File: config.mk
export PLATFORM = sky130hd
export DESIGN_NAME = can_bit_timer
export DESIGN_NICKNAME = d
export VERILOG_FILES = /design/src/rtl/can_bit_timer.sv
export SDC_FILE = /design/constraint.sdc
export NUM_CORES = 1
export LEC_CHECK = 0
export ABC_CLOCK_PERIOD_IN_PS = 4900
export CAP_MARGIN = 25
export CORE_MARGIN = 2
export CORE_UTILIZATION = 51
export CTS_CLUSTER_SIZE = 16
export DETAILED_ROUTE_END_ITERATION = 8
export DONT_BUFFER_PORTS = 1
export GPL_TIMING_DRIVEN = 0
export PLACE_DENSITY = 0.69
export REMOVE_ABC_BUFFERS = 1
export SYNTH_ARGS = -nofsm -noshare
export SYNTH_HDL_FRONTEND = slang
export SYNTH_SLANG_ARGS = --single-unit
File: constraint.sdc
create_clock -name clk -period 4.9 [get_ports clk]
set_input_delay 0.49 -clock clk [delete_from_list [all_inputs] [get_ports clk]]
set_output_delay 0.49 -clock clk [all_outputs]
set_load 0.05 [all_outputs]
File: src/rtl/can_bit_timer.sv
`timescale 1ns/1ps
module can_bit_timer (
  input  logic        clk,
  input  logic        rst_n,
  input  logic        enable,
  input  logic [31:0] timing_word,
  input  logic        rx_level,
  input  logic        resync_edge,
  output logic        tq_tick,
  output logic        sample_strobe,
  output logic        bit_start,
  output logic [1:0]  seg,
  output logic        sampled_bit
);
  localparam int CW = 6;
  typedef enum logic [1:0] {S_SYNC = 2'd0, S_PROP = 2'd1, S_PH1 = 2'd2, S_PH2 = 2'd3} seg_t;

  logic [7:0]    brp_q, brp_n;
  logic [CW-1:0] prop_q, ph1_q, ph2_q, sjw_q;
  logic [CW-1:0] prop_n, ph1_n, ph2_n, sjw_n;
  logic          trip_q;
  logic [6:0]    pcnt;
  seg_t          seg_q;
  logic [CW-1:0] rem, qpos, ext_q, adj, rem_eff, left;
  logic          pend, done, use_rs, maj;
  logic [1:0]    hist;
  logic          unused_bits;

  assign unused_bits = ^{timing_word[31:25], timing_word[15:14], timing_word[11],
                         timing_word[7], timing_word[3]};

  always_comb begin
    brp_n = {1'b0, timing_word[22:16]} + 8'd1;
    if (brp_n < 8'd2) brp_n = 8'd2;
    prop_n = CW'(timing_word[10:8]) + CW'(1);
    ph1_n  = CW'(timing_word[6:4]) + CW'(1);
    if (prop_n + ph1_n < CW'(4)) ph1_n = CW'(4) - prop_n;
    ph2_n = CW'(timing_word[2:0]) + CW'(1);
    if (ph2_n < CW'(2)) ph2_n = CW'(2);
    sjw_n = CW'(timing_word[13:12]) + CW'(1);
  end

  assign tq_tick = enable && (pcnt == 7'(brp_q - 8'd1));
  assign use_rs  = pend && !done && (seg_q != S_SYNC);
  assign adj     = (use_rs && seg_q != S_PH2) ? ((qpos < sjw_q) ? qpos : sjw_q) : '0;
  assign rem_eff = (seg_q == S_PH1) ? rem + adj : rem;
  assign left    = (seg_q == S_PROP) ? rem + ph1_q + ext_q + adj :
                   (seg_q == S_PH1)  ? rem_eff : '0;
  assign sample_strobe = tq_tick && (left != '0) && (left <= (trip_q ? CW'(3) : CW'(1)));
  assign bit_start = tq_tick && (seg_q == S_SYNC);
  assign seg = seg_q;
  assign maj = (hist[1] & hist[0]) | (hist[1] & rx_level) | (hist[0] & rx_level);

  always_ff @(posedge clk or negedge rst_n) begin
    if (!rst_n) begin
      brp_q <= 8'd2; prop_q <= CW'(1); ph1_q <= CW'(3); ph2_q <= CW'(2);
      sjw_q <= CW'(1); trip_q <= 1'b0;
      pcnt <= '0; seg_q <= S_SYNC; rem <= CW'(1); qpos <= '0; ext_q <= '0;
      pend <= 1'b0; done <= 1'b0; hist <= 2'b11; sampled_bit <= 1'b1;
    end else if (!enable) begin
      brp_q <= brp_n; prop_q <= prop_n; ph1_q <= ph1_n; ph2_q <= ph2_n;
      sjw_q <= sjw_n; trip_q <= timing_word[24];
      pcnt <= '0; seg_q <= S_SYNC; rem <= CW'(1); qpos <= '0; ext_q <= '0;
      pend <= 1'b0; done <= 1'b0;
    end else begin
      if (resync_edge) pend <= 1'b1;
      pcnt <= tq_tick ? '0 : pcnt + 7'd1;
      if (tq_tick) begin
        hist <= {hist[0], rx_level};
        qpos <= qpos + CW'(1);
        pend <= resync_edge;
        if (use_rs) done <= 1'b1;
        case (seg_q)
          S_SYNC: begin seg_q <= S_PROP; rem <= prop_q; end
          S_PROP: begin
            if (rem == CW'(1)) begin
              seg_q <= S_PH1;
              rem   <= ph1_q + ext_q + adj;
            end else begin
              rem <= rem - CW'(1);
              if (use_rs) ext_q <= adj;
            end
          end
          S_PH1: begin
            if (rem_eff == CW'(1)) begin
              seg_q <= S_PH2;
              rem   <= ph2_q;
              sampled_bit <= trip_q ? maj : rx_level;
            end else begin
              rem <= rem_eff - CW'(1);
            end
          end
          S_PH2: begin
            if (rem == CW'(1) || (use_rs && (rem - CW'(1)) <= sjw_q)) begin
              seg_q <= S_SYNC; rem <= CW'(1); qpos <= '0; ext_q <= '0; done <= 1'b0;
            end else begin
              rem <= use_rs ? rem - CW'(1) - sjw_q : rem - CW'(1);
            end
          end
          default: seg_q <= S_SYNC;
        endcase
      end
    end
  end
endmodule

# Yosys cells after proc, flatten, opt, wreduce, memory -nomap -nowiden
# Index checks and enable logic that the tools add are counted.
# classes
add_sub_neg	19
magnitude_cmp	6
n_eq_ne	15
mux	43
bitwise_logic	5
reduce_logical	17
# op_table
operator	count
$mux 6	21
$add 6x6->6	6
$pmux 6 s4	1
$mux 7	3
$add 3x1->4 const B	3
$eq 6x1->1 const B	2
$mux 2	6
$pmux 6 s2	1
$sub 6x1->6 const B	2
$mux 1	9
$ne 3x3->1 const B	3
$add 7x1->8 const B	1
$logic_and 1x1->1	8
$lt 8x2->1 const B	1
$pmux 2 s4	1
$reduce_and 4->1	2
$add 7x1->7 const B	1
$eq 7x7->1	1
$sub 7x1->7 const B	1
$add 6x1->6 const B	1
$le 6x2->1	1
$le 6x6->1	1
$lt 6x6->1	1
$ne 3x1->1 const B	2
21 further kinds	26
# totals
reg_bits	64
inputBits	37
output_inout_bits	6
wordCells	120

# Logic depth before layout (Yosys ltp)
# Gate-level depths: netlist of run 1.
# depth
word_depth	12
ltp_mapped	16

# Worst setup path before layout of run 1
# Ideal clock, no wire load.
# synth_path
kind	register to output
startpoint	register seg_q[0] (netlist: seg[0])
endpoint	output sample_strobe
t_arrival_ns	4.998
t_required_ns	4.410
slack_ns	-0.588
path_stages_with_launch	15
cell_sequence	dfrtp_1 -> inv_1 -> ha_1 -> or3b_2 -> clkbuf_1 -> nor3_1 -> fa_1 -> ha_1 -> fa_1 -> and2_1 -> o21a_1 -> nor2_1 -> xnor2_1 -> o31a_1 -> nor3_1
# synth_via
elab_chain_len	11
word_cells_on_any_way	16
cone_classes	2 x add/sub; 1 x order compare; 3 x eq/ne; 4 x mux; 6 x reduce/logical
# synth_rtl
item	line_no	source
start, declared	23	seg_t seg_q;
start signal, assigned	58	pcnt <= '0; seg_q <= S_SYNC; rem <= CW'(1); qpos <= '0; ext_q <= '0;
start signal, assigned	63	pcnt <= '0; seg_q <= S_SYNC; rem <= CW'(1); qpos <= '0; ext_q <= '0;
start signal, assigned	74	S_SYNC: begin seg_q <= S_PROP; rem <= prop_q; end
$reduce_bool 2->1	44	assign use_rs = pend && !done && (seg_q != S_SYNC);
$logic_and 1x1->1	44	
$logic_and 1x1->1	45	assign adj = (use_rs && seg_q != S_PH2) ? ((qpos < sjw_q) ? qpos : sjw_q) : '0;
$mux 6	45	
$add 6x6->6	46	assign rem_eff = (seg_q == S_PH1) ? rem + adj : rem;
$mux 6	46	
$mux 6	48	(seg_q == S_PH1) ? rem_eff : '0;
$mux 6 *	47	assign left = (seg_q == S_PROP) ? rem + ph1_q + ext_q + adj :
parallel branches: the longest is 2 deep, another holds $le 6x2->1	--	
$logic_and 1x1->1 *	49	assign sample_strobe = tq_tick && (left != '0) && (left <= (trip_q ? CW'(3) : CW'(1)));
end, declared	10	output logic sample_strobe,
# Every way passes the cells marked *.

# Final worst setup path of run 1
# layout_path
startpoint	register seg_q[1] (netlist: seg[1])
endpoint	output sample_strobe
# The elaborated chain is that of the path after synthesis.

==> out/metrics.cfg, run 1 <==
[outcome]
status=finished clean

[power_and_ir_drop]
powerDensity_nw_per_um2=214
p_leak_nw=2.18
ir_drop_uv=208

[clock_network]
cts-root-buf=clkbuf_8
cts-buffers-inserted=5
h-tree-depth=2
clk_pin_slew_ps=100
clock_sinks=56
clk_latency_ps=320
cts_tree=built
cts_buffer_depth=2

[synthesis]
ys.flop_type=dfrtp_1
synth-edff-count=0
synth.distinct_cells=67
syn_inst=520
seq_area_frac_synth=0.297
synthArstFlopShare=1.00
synthesis.area_um2=4770
yosys_warnings=0
synth_seq_cells=56
syn_avg_cell_area_um2=9.17

[global_routing]
antenna_found_initial=0
busiest_layer=met2
globalRouteMet1Util=0.313
grt-ovfl-total=0
grt_max_degree=48
grt_pass1_wl_mm=18.4
grtUsageTotal=0.229
met3_usage=0.0277
grt.met2_usage=0.387
grt_pass1_vias=3789

[timing]
final-max-slew-violation-count=0
max_freq_mhz=213
setup_viol=0
rsz0062_at_grt=no
setup_tns_ps=0
fin_skew_ps=11.2
worstMarginPinSlew_ps=953
finalCritPeriodShare=0.959
hold_violations=0
holdWs_ps=1.71
relSlewSlack=0.365
period_needed_ps=4700

[min_path]
hold_path_class=in2async

[cells_and_area]
num_antenna_cells=0
final_util=0.558
regArea_um2=1420
final_cell_area_um2=5110
instances_no_fill=634
drive_gt1_frac=0.119
fin_nets=616
syn_to_final_growth_pct=7.14
fillCellCount=766
multi_input_area_um2=3250

[placed_design]
placed_cell_area_um2=4850
dp_cells=617
portBuffers=0
gp_congestion=0.949
hpwl_mm=8.12

[route]
vias=3881
drc_errors=0
wirelength_mm=10.9
via_per_inst=6.12
drt_pass1_iterations=5
postRouteAntennaNets=0
drtIter0Drc=247
wl_per_cell_um=17.1

[floorplanning]
core_um2=9150
dieArea_um2=10100
rows=35
dieWidth_um=101
die_height_um=101
ios=43
initial_core_util=0.521

[worst_setup_path]
arrival_ps=4210
worstSetupPathType=reg2out
cp.required_ps=4410
cp_max_fo=6
critPathLaunchType=flip-flop
critPathCaptureType=primary output

[flow_run]
maxCapViolations=0

-- cell usage in the layout (no fill, tap or decap), types with 3 or more instances in the layout --
| master | Yosys | final |
|---|---|---|
| a211o_1 | 3 | 3 |
| a211oi_1 | 3 | 3 |
| a21o_1 | 3 | 3 |
| a21oi_1 | 27 | 26 |
| a31oi_1 | 11 | 11 |
| and2_1 | 5 | 5 |
| and3_1 | 9 | 9 |
| buf_4 | 1 | 7 |
| clkbuf_8 | 0 | 6 |
| conb_1 | 1 | 6 |
| dfrtp_1 | 46 | 44 |
| dfstp_2 | 10 | 10 |
| fa_1 | 18 | 17 |
| ha_1 | 39 | 38 |
| inv_1 | 26 | 24 |
| mux2_2 | 11 | 11 |
| mux2i_1 | 9 | 9 |
| nand2_1 | 53 | 53 |
| nand2b_1 | 7 | 7 |
| nand3_1 | 16 | 16 |
| nor2_1 | 28 | 28 |
| nor2b_1 | 10 | 10 |
| nor3_1 | 16 | 12 |
| nor3_4 | 0 | 4 |
| nor3b_1 | 3 | 3 |
| o211ai_1 | 8 | 8 |
| o21a_1 | 4 | 4 |
| o21ai_0 | 45 | 44 |
| o31ai_1 | 4 | 4 |
| xnor2_1 | 31 | 31 |
| xor2_1 | 12 | 12 |
-- final cells by class --
| class | count | area share |
|---|---|---|
| clock inverters | 1 | 0.00147 |
| multi-input cells | 422 | 0.637 |
| clock buffers | 7 | 0.0169 |
| repair buffers | 10 | 0.0196 |
| well taps | 111 | 0.0272 |
| inverters | 27 | 0.0198 |
| flip-flops and latches | 56 | 0.278 |
-- cells by family after synthesis --
| kind of cell | after synthesis | share of synthesized area |
|---|---|---|
| multiplexers | 20 | 0.0449 |
| other | 1 | 0.000787 |
| XOR/XNOR | 44 | 0.0837 |
| adder cells (fa/ha/maj) | 57 | 0.178 |
| AO/OA/AOI/OAI | 132 | 0.183 |
| flip-flops | 56 | 0.297 |
| buffers and inverters | 47 | 0.0386 |
| AND/OR/NAND/NOR | 163 | 0.174 |
-- worst max-delay path, cell delays in order, from the launching register on --
cell	delay [ps]
dfrtp_2	590
inv_2	80
ha_2	210
or3b_4	460
nor3_4	240
fa_1	450
ha_1	240
fa_2	370
and2_1	190
o21a_1	170
nor2_1	110
xnor2_1	80
o31a_1	270
nor3_4	450
-- layer usage --
| layer | vias up | routed length, um |
|---|---|---|
| met1 | 1908 | 4820 |
| met5 | - | 0 |
| met2 | 105 | 5370 |
| li1 | 1851 | - |
| met4 | 0 | 188 |
| met3 | 17 | 470 |
-- Yosys cell counts (10+ instances only) --
master	n	area, um2
nor3_1	16	80.1
o21ai_0	45	225
nand2_1	53	199
dfstp_2	10	263
nor2b_1	10	62.6
xor2_1	12	105
inv_1	26	97.6
xnor2_1	31	272
ha_1	39	488
nand3_1	16	80.1
dfrtp_1	46	1150
clkbuf_1	14	52.6
a21oi_1	27	135
fa_1	18	360
a31oi_1	11	68.8
mux2_2	11	124
nor2_1	28	105
-- stage by stage --
stage               setup WS [ps]  power, mW
floorplan                    -514      0.750
global placement            -1130      0.800
detailed placement           -720      0.813
CTS                          22.7       1.10
global route                 13.3       1.16
finish                        203       1.09
-- final timing paths --
path                                 start            end  slack, ps  depth (start not counted)
max                                 seg[1]  sample_strobe        200                         13
min                                  rst_n         rem[1]          2                          1
max reg2reg                         seg[1]         rem[5]        750                         14
min reg2reg                       ph2_q[1]       ph2_q[1]        500                          2
max in group asynchronous            rst_n       brp_q[1]       4180                          1
min in group clk           timing_word[12]       sjw_q[0]        210                          1
-- registers in the layout, indices dropped and copies added (netlist names) --
register / count
brp_q: 7
hist: 2
trip_q: 1
seg: 2
sampled_bit: 1
rem: 6
ph1_q: 5
ext_q: 6
prop_q: 4
pcnt: 7
done: 1
sjw_q: 3
ph2_q: 4
qpos: 6
pend: 1
-- power by group --
group	internal (mW)	total, mW	switching, mW	leakage (nW)
Combinational	0.126	0.274	0.148	1.43
Sequential	0.509	0.551	0.0421	0.711
Clock	0.115	0.269	0.153	0.0445
-- what timing repair did --
action / in CTS / in global routing
hold buffers: 2 / 1
endpoints found under the setup margin: 2 / 1
setup buffers: 2 / 4
pin swaps: 4 / 4
hold endpoints to repair: 46 / 3
gates cloned: 0 / 0
resized for setup: 13 / 6
(Power assumes the default switching activity.)
==> run 2, diff against run 1 <==
ABC_AREA = 1   (was default)
CORE_UTILIZATION = 25   (was 51)
PLACE_DENSITY = 0.41   (was 0.69)
==> run 2 against run 1 <==
  * Largest cell class unchanged
  * Fmax up 1.1%
  * Count of clock-buffer cells in the layout shrank 2
  * Worst setup slack better by 50 ps
  * Sequential cell count unchanged
  * Critical endpoint unchanged
  * Area after synthesis is 6.4% higher
  * Critical path depth up 4
  * Sequential power barely moved
==> out/metrics.cfg, run 2 <==
[worst_setup_path]
cp_max_fo=5
cp.required_ps=4410
worst_path_max_delay_cell=dfrtp_2
crit_chain=inv_1, ha_2, nor2_4, nand2_2, nor2_4, o21ai_0, a21oi_2, fa_1, fa_2, or2_2, a21oi_1, nand2_1, nor2_1, nand3_2, nand2_1, nand3_2, a21oi_4
worstSetupPathType=reg2out
critPathCaptureType=primary output
crit_buf_inv=1
timing.rr.start=seg[1]
critPathLaunchType=flip-flop
worstSetupStartpoint=seg[1]
arrival_ps=4160
path_delay_family=simple AND/OR/NAND/NOR gates
slowest_delay_ps=570

[floorplanning]
initial_core_util=0.252
rows=52
core_um2=20100
die_height_um=146
dieWidth_um=146
ios=43
dieArea_um2=21400

[global_routing]
grt-ovfl-total=0
grt_pass1_wl_mm=22.6
grtUsageTotal=0.131
antenna_found_initial=0
met3_usage=0.0194
globalRouteMet1Util=0.178
grt_pass1_vias=4397
grt_max_degree=47
busiest_layer=met2
grt.met2_usage=0.217

[cells_and_area]
fin_nets=784
drive_gt1_frac=0.122
fillCellCount=2164
regArea_um2=1420
instances_no_fill=961
num_antenna_cells=0
multi_input_area_um2=3330
layout_commonest_cell=nand2_1
mostFrequentLayoutCells=183 x nand2_1, 80 x inv_1, 56 x nor2_1
top_regs=brp_q: 7 flops, pcnt: 7 flops
syn_to_final_growth_pct=12.0

[synthesis]
yosys-top-cells-area=dfrtp_1 23%, nand2_1 14%, ha_1 9.6%
netlist.area_leader.share=0.227
syn_inst=684
synth_commonest_cells=185 x nand2_1, 82 x inv_1, 58 x nor2_1, 54 x nand3_1, 51 x o21ai_0
syn_avg_cell_area_um2=7.42
yosysTopAreaCell=dfrtp_1
synth_seq_cells=56
synthArstFlopShare=1.00
seq_area_frac_synth=0.279
synthesis.area_um2=5070
synth_most_common_cell=nand2_1
synth.distinct_cells=46
yosys_warnings=0
ys.flop_type=dfrtp_1
synth-edff-count=0

[outcome]
status=finished clean

[placed_design]
hpwl_mm=10.4
dp_cells=948
portBuffers=0
gp_congestion=0.851

[timing]
setup_viol=0
worstMarginPinSlew_ps=832
hold_violations=0
setup_tns_ps=0
finalCritPeriodShare=0.948
final-max-slew-violation-count=0
fin_skew_ps=12.2
relSlewSlack=0.445
max_freq_mhz=215
period_needed_ps=4650

[route]
drt_pass1_iterations=4
via_per_inst=4.53
drc_errors=0
wl_per_cell_um=14.1
postRouteAntennaNets=0
wirelength_mm=13.6
drtIter0Drc=170
vias=4351

[clock_network]
clk_pin_slew_ps=80
cts_tree=built
cts_buffer_depth=2
clk_latency_ps=310
clock_sinks=56
h-tree-depth=2
cts-root-buf=clkbuf_16
cts-buffers-inserted=5

[power_and_ir_drop]
powerDensity_nw_per_um2=237
switching_share=0.310
comb_power_share=0.233
switchingPower_mw=0.418
ir_drop_uv=175
p_seq_frac=0.411
p_clk_frac=0.356
p_leak_nw=2.80
p_int_mw=0.928

[min_path]
hold_path_class=in2async

[flow_run]
maxCapViolations=0

==> run 2: changes by cell type after synthesis, sizes merged, moves of 14 or more <==
| cell | previous run | this run |
|---|---|---|
| o21ai | 45 | 59 |
| nand2 | 53 | 199 |
| nand4 | 0 | 15 |
| nand3 | 16 | 60 |
| xnor2 | 31 | 7 |
| nor3 | 17 | 3 |
| inv | 26 | 85 |
| nor2 | 28 | 67 |
==> run 2: final timing paths <==
kind / to / slack [ps] / cells after the start
max in group asynchronous: brp_q[1] / 4300 / 1
min in group clk: sjw_q[0] / 230 / 1
setup reg to reg: rem[2] / 880 / 22
hold reg to reg: ph2_q[1] / 480 / 2
setup / recovery: sample_strobe / 250 / 17
hold / removal: pcnt[1] / 10 / 1
==> run 2: power by group through the flow <==
stage	logic, mW	registers [mW]	clock network, mW
after floorplan	0.233	0.550	0
after global placement	0.288	0.563	0
after detailed placement	0.297	0.564	0
after CTS	0.313	0.555	0.497
after global routing	0.366	0.562	0.513
final	0.313	0.553	0.480
==> run 2: timing repair <==
item	in CTS	in global routing
setup endpoints to repair	1	1
gates resized for setup	11	11
hold endpoints to repair	46	1
pin swaps	2	3
hold buffers	1	1
buffers inserted	2	1
==> run 2: metrics by stage <==
stage	util	hold slack, ps	area, um2	power, mW	setup slack [ps]
4_1_cts	0.280	3.25	5630	1.37	10.1
3_5_place_dp	0.267	196	5360	0.861	-556
2_1_floorplan	-	194	5020	0.784	413
3_3_place_gp	0.267	196	5360	0.851	-503
6_report	0.283	14.5	5680	1.35	253
5_1_grt	0.283	0.0639	5680	1.44	-4.00
==> run 2: cell families after synthesis <==
kind of cell             after synthesis  synth area share
flip-flops                            56             0.279
AO/OA/AOI/OAI                         92             0.103
XOR/XNOR                              28            0.0483
buffers and inverters                 97            0.0789
adder cells (fa/ha/maj)               57             0.167
AND/OR/NAND/NOR                      353             0.323
other                                  1          0.000739
==> run 2: layer usage <==
metal	share of wire	routed length (um)
met2	0.46	6240
met5	0	0
met1	0.49	6580
met3	0.033	449
met4	0.022	293
==> run 2: cell type report <==
| type | count | area share |
|---|---|---|
| Tap cell | 270 | 0.0595 |
| Clock buffer | 5 | 0.0220 |
| Timing Repair Buffer | 5 | 0.0106 |
| Clock inverter | 3 | 0.0121 |
| Inverter | 86 | 0.0590 |
| Multi-Input combinational cell | 536 | 0.587 |
| Sequential cell | 56 | 0.250 |
==> run 2: worst register-to-register path, stage by stage (launching register included) <==
cell,delay [ps]
dfrtp_2,570
inv_1,120
ha_2,220
nor2_4,140
nand2_2,100
nor2_4,140
o21ai_0,120
a21oi_2,270
ha_1,300
inv_1,70
fa_1,480
inv_1,40
nand2_1,70
nand2_1,60
inv_1,100
ha_1,180
nand2_1,70
nor2_2,270
nand2_2,180
nand3_1,170
nand3_1,110
nand2_1,80
nand2_1,50
==> run 3, diff against run 2 <==
CELL_PAD_IN_SITES_DETAIL_PLACEMENT = 0   (was default)
CELL_PAD_IN_SITES_GLOBAL_PLACEMENT = 1   (was default)
CORE_UTILIZATION = 41   (was 25)
PLACE_DENSITY = 0.74   (was 0.41)
==> run 3 against run 2 <==
  * Global-route usage up 7.1 points
  * Clock skew down 5.5 ps
  * Largest cell class unchanged
  * Critical path depth up 2
  * Count of clock-buffer cells in the layout unchanged
  * Highest routed layer unchanged
  * Critical endpoint unchanged
==> out/metrics.cfg, run 3 (synthesis results as in run 2) <==
[cells_and_area]
num_antenna_cells=0
layout_commonest_cell=nand2_1
fin_nets=785
multi_input_area_um2=3310
instances_no_fill=860
mostFrequentLayoutCells=183 x nand2_1, 81 x inv_1, 56 x nor2_1
syn_to_final_growth_pct=8.16
top_regs=brp_q: 7 flops, pcnt: 7 flops
regArea_um2=1420
drive_gt1_frac=0.120
final_util=0.455
fillCellCount=1229

[min_path]
hold_path_class=in2async

[timing]
worstMarginPinSlew_ps=775
finalCritPeriodShare=0.943
setup_tns_ps=0
hold_violations=0
period_needed_ps=4620
relSlewSlack=0.483
holdWs_ps=28.5
max_freq_mhz=217
final-max-slew-violation-count=0
fin_skew_ps=6.72
setup_viol=0
rsz0062_at_grt=no

[floorplanning]
dieWidth_um=115
rows=40
core_um2=12100
dieArea_um2=13300
ios=43
die_height_um=115
initial_core_util=0.421

[placed_design]
hpwl_mm=9.51
portBuffers=0
gp_congestion=0.907
dp_cells=846

[worst_setup_path]
cp.required_ps=4410
worstSetupPathType=reg2out
cp_max_fo=6
critPathLaunchType=flip-flop
arrival_ps=4130
critPathCaptureType=primary output

[clock_network]
cts_tree=built
clk_latency_ps=300
cts-root-buf=clkbuf_16
cts-buffers-inserted=5
clock_sinks=56
clk_pin_slew_ps=80
h-tree-depth=2
cts_buffer_depth=2

[global_routing]
grt-ovfl-total=0
antenna_found_initial=0
grt_pass1_wl_mm=21.3
grtUsageTotal=0.203
grt_max_degree=47
grt_pass1_vias=4356

[route]
vias=4321
drt_pass1_iterations=5
wirelength_mm=12.3
via_per_inst=5.02
drc_errors=0
wl_per_cell_um=14.3
drtIter0Drc=222
postRouteAntennaNets=0

[flow_run]
maxCapViolations=0

[power_and_ir_drop]
powerDensity_nw_per_um2=222
ir_drop_uv=183
p_leak_nw=2.78
total_power_mw=1.22

[outcome]
status=finished clean

==> run 3: area by class of cell <==
cell class	instances	share of cell area
Inverter	86	0.0611
Multi-Input combinational cell	536	0.603
Clock inverter	3	0.00410
Timing Repair Buffer	6	0.0119
Clock buffer	5	0.0228
Sequential cell	56	0.259
Tap cell	168	0.0383
==> run 3: report_power, final <==
part	switching (mW)	internal (mW)	leakage (nW)
combinational	0.183	0.119	2.00
clock	0.173	0.192	0.0742
sequential	0.0423	0.511	0.712
==> run 3: per-stage QoR <==
step | setup WS (ps) | instance area [um2]
finish | 281 | 5490
global route | 9.24 | 5490
CTS | 42.9 | 5460
detailed placement | -367 | 5230
global placement | -351 | 5230
floorplan | 413 | 5020
==> run 3: repair_timing <==
item | 4_1_cts | 5_1_grt
resized for setup | 9 | 5
buffers inserted | 3 | 2
pin swaps | 1 | 1
endpoints found under the hold margin | 46 | 0
setup endpoints to repair | 1 | 1
hold buffers | 1 | 0
==> run 3: worst paths after layout <==
kind,end,from,slack (ps),depth (start not counted)
min in group clk,sjw_q[0],timing_word[12],250,1
worst min register to register,prop_q[1],prop_q[1],480,2
worst max-delay path,sample_strobe,sjw_q[1],280,19
max in group asynchronous,seg[0],rst_n,4630,1
worst max register to register,seg[0],seg[1],1130,22
worst min-delay path,sjw_q[0],rst_n,30,0
==> run 3: worst max-delay path: stages, from the launching register on <==
cell and delay, ps:
dfrtp_1 390, inv_1 130, ha_1 240, a21boi_0 110
o21ai_0 190, nand2_2 130, nand2_1 110, nand3_2 140
inv_4 120, fa_1 420, ha_1 250, fa_1 420
or2_2 290, a21oi_1 130, nand2_1 60, nor2_1 80
nand3_1 100, nand2_1 90, nand3_2 80, a21oi_4 350
==> run 3: routing by layer <==
layer,up-vias,routed length (um),part of all wire,GRT usage
li1,2218,-,-,-
met4,0,154,0.013,0.0378
met1,2030,5920,0.48,0.278
met3,11,326,0.027,0.0248
met5,-,0,0,0
met2,62,5860,0.48,0.347
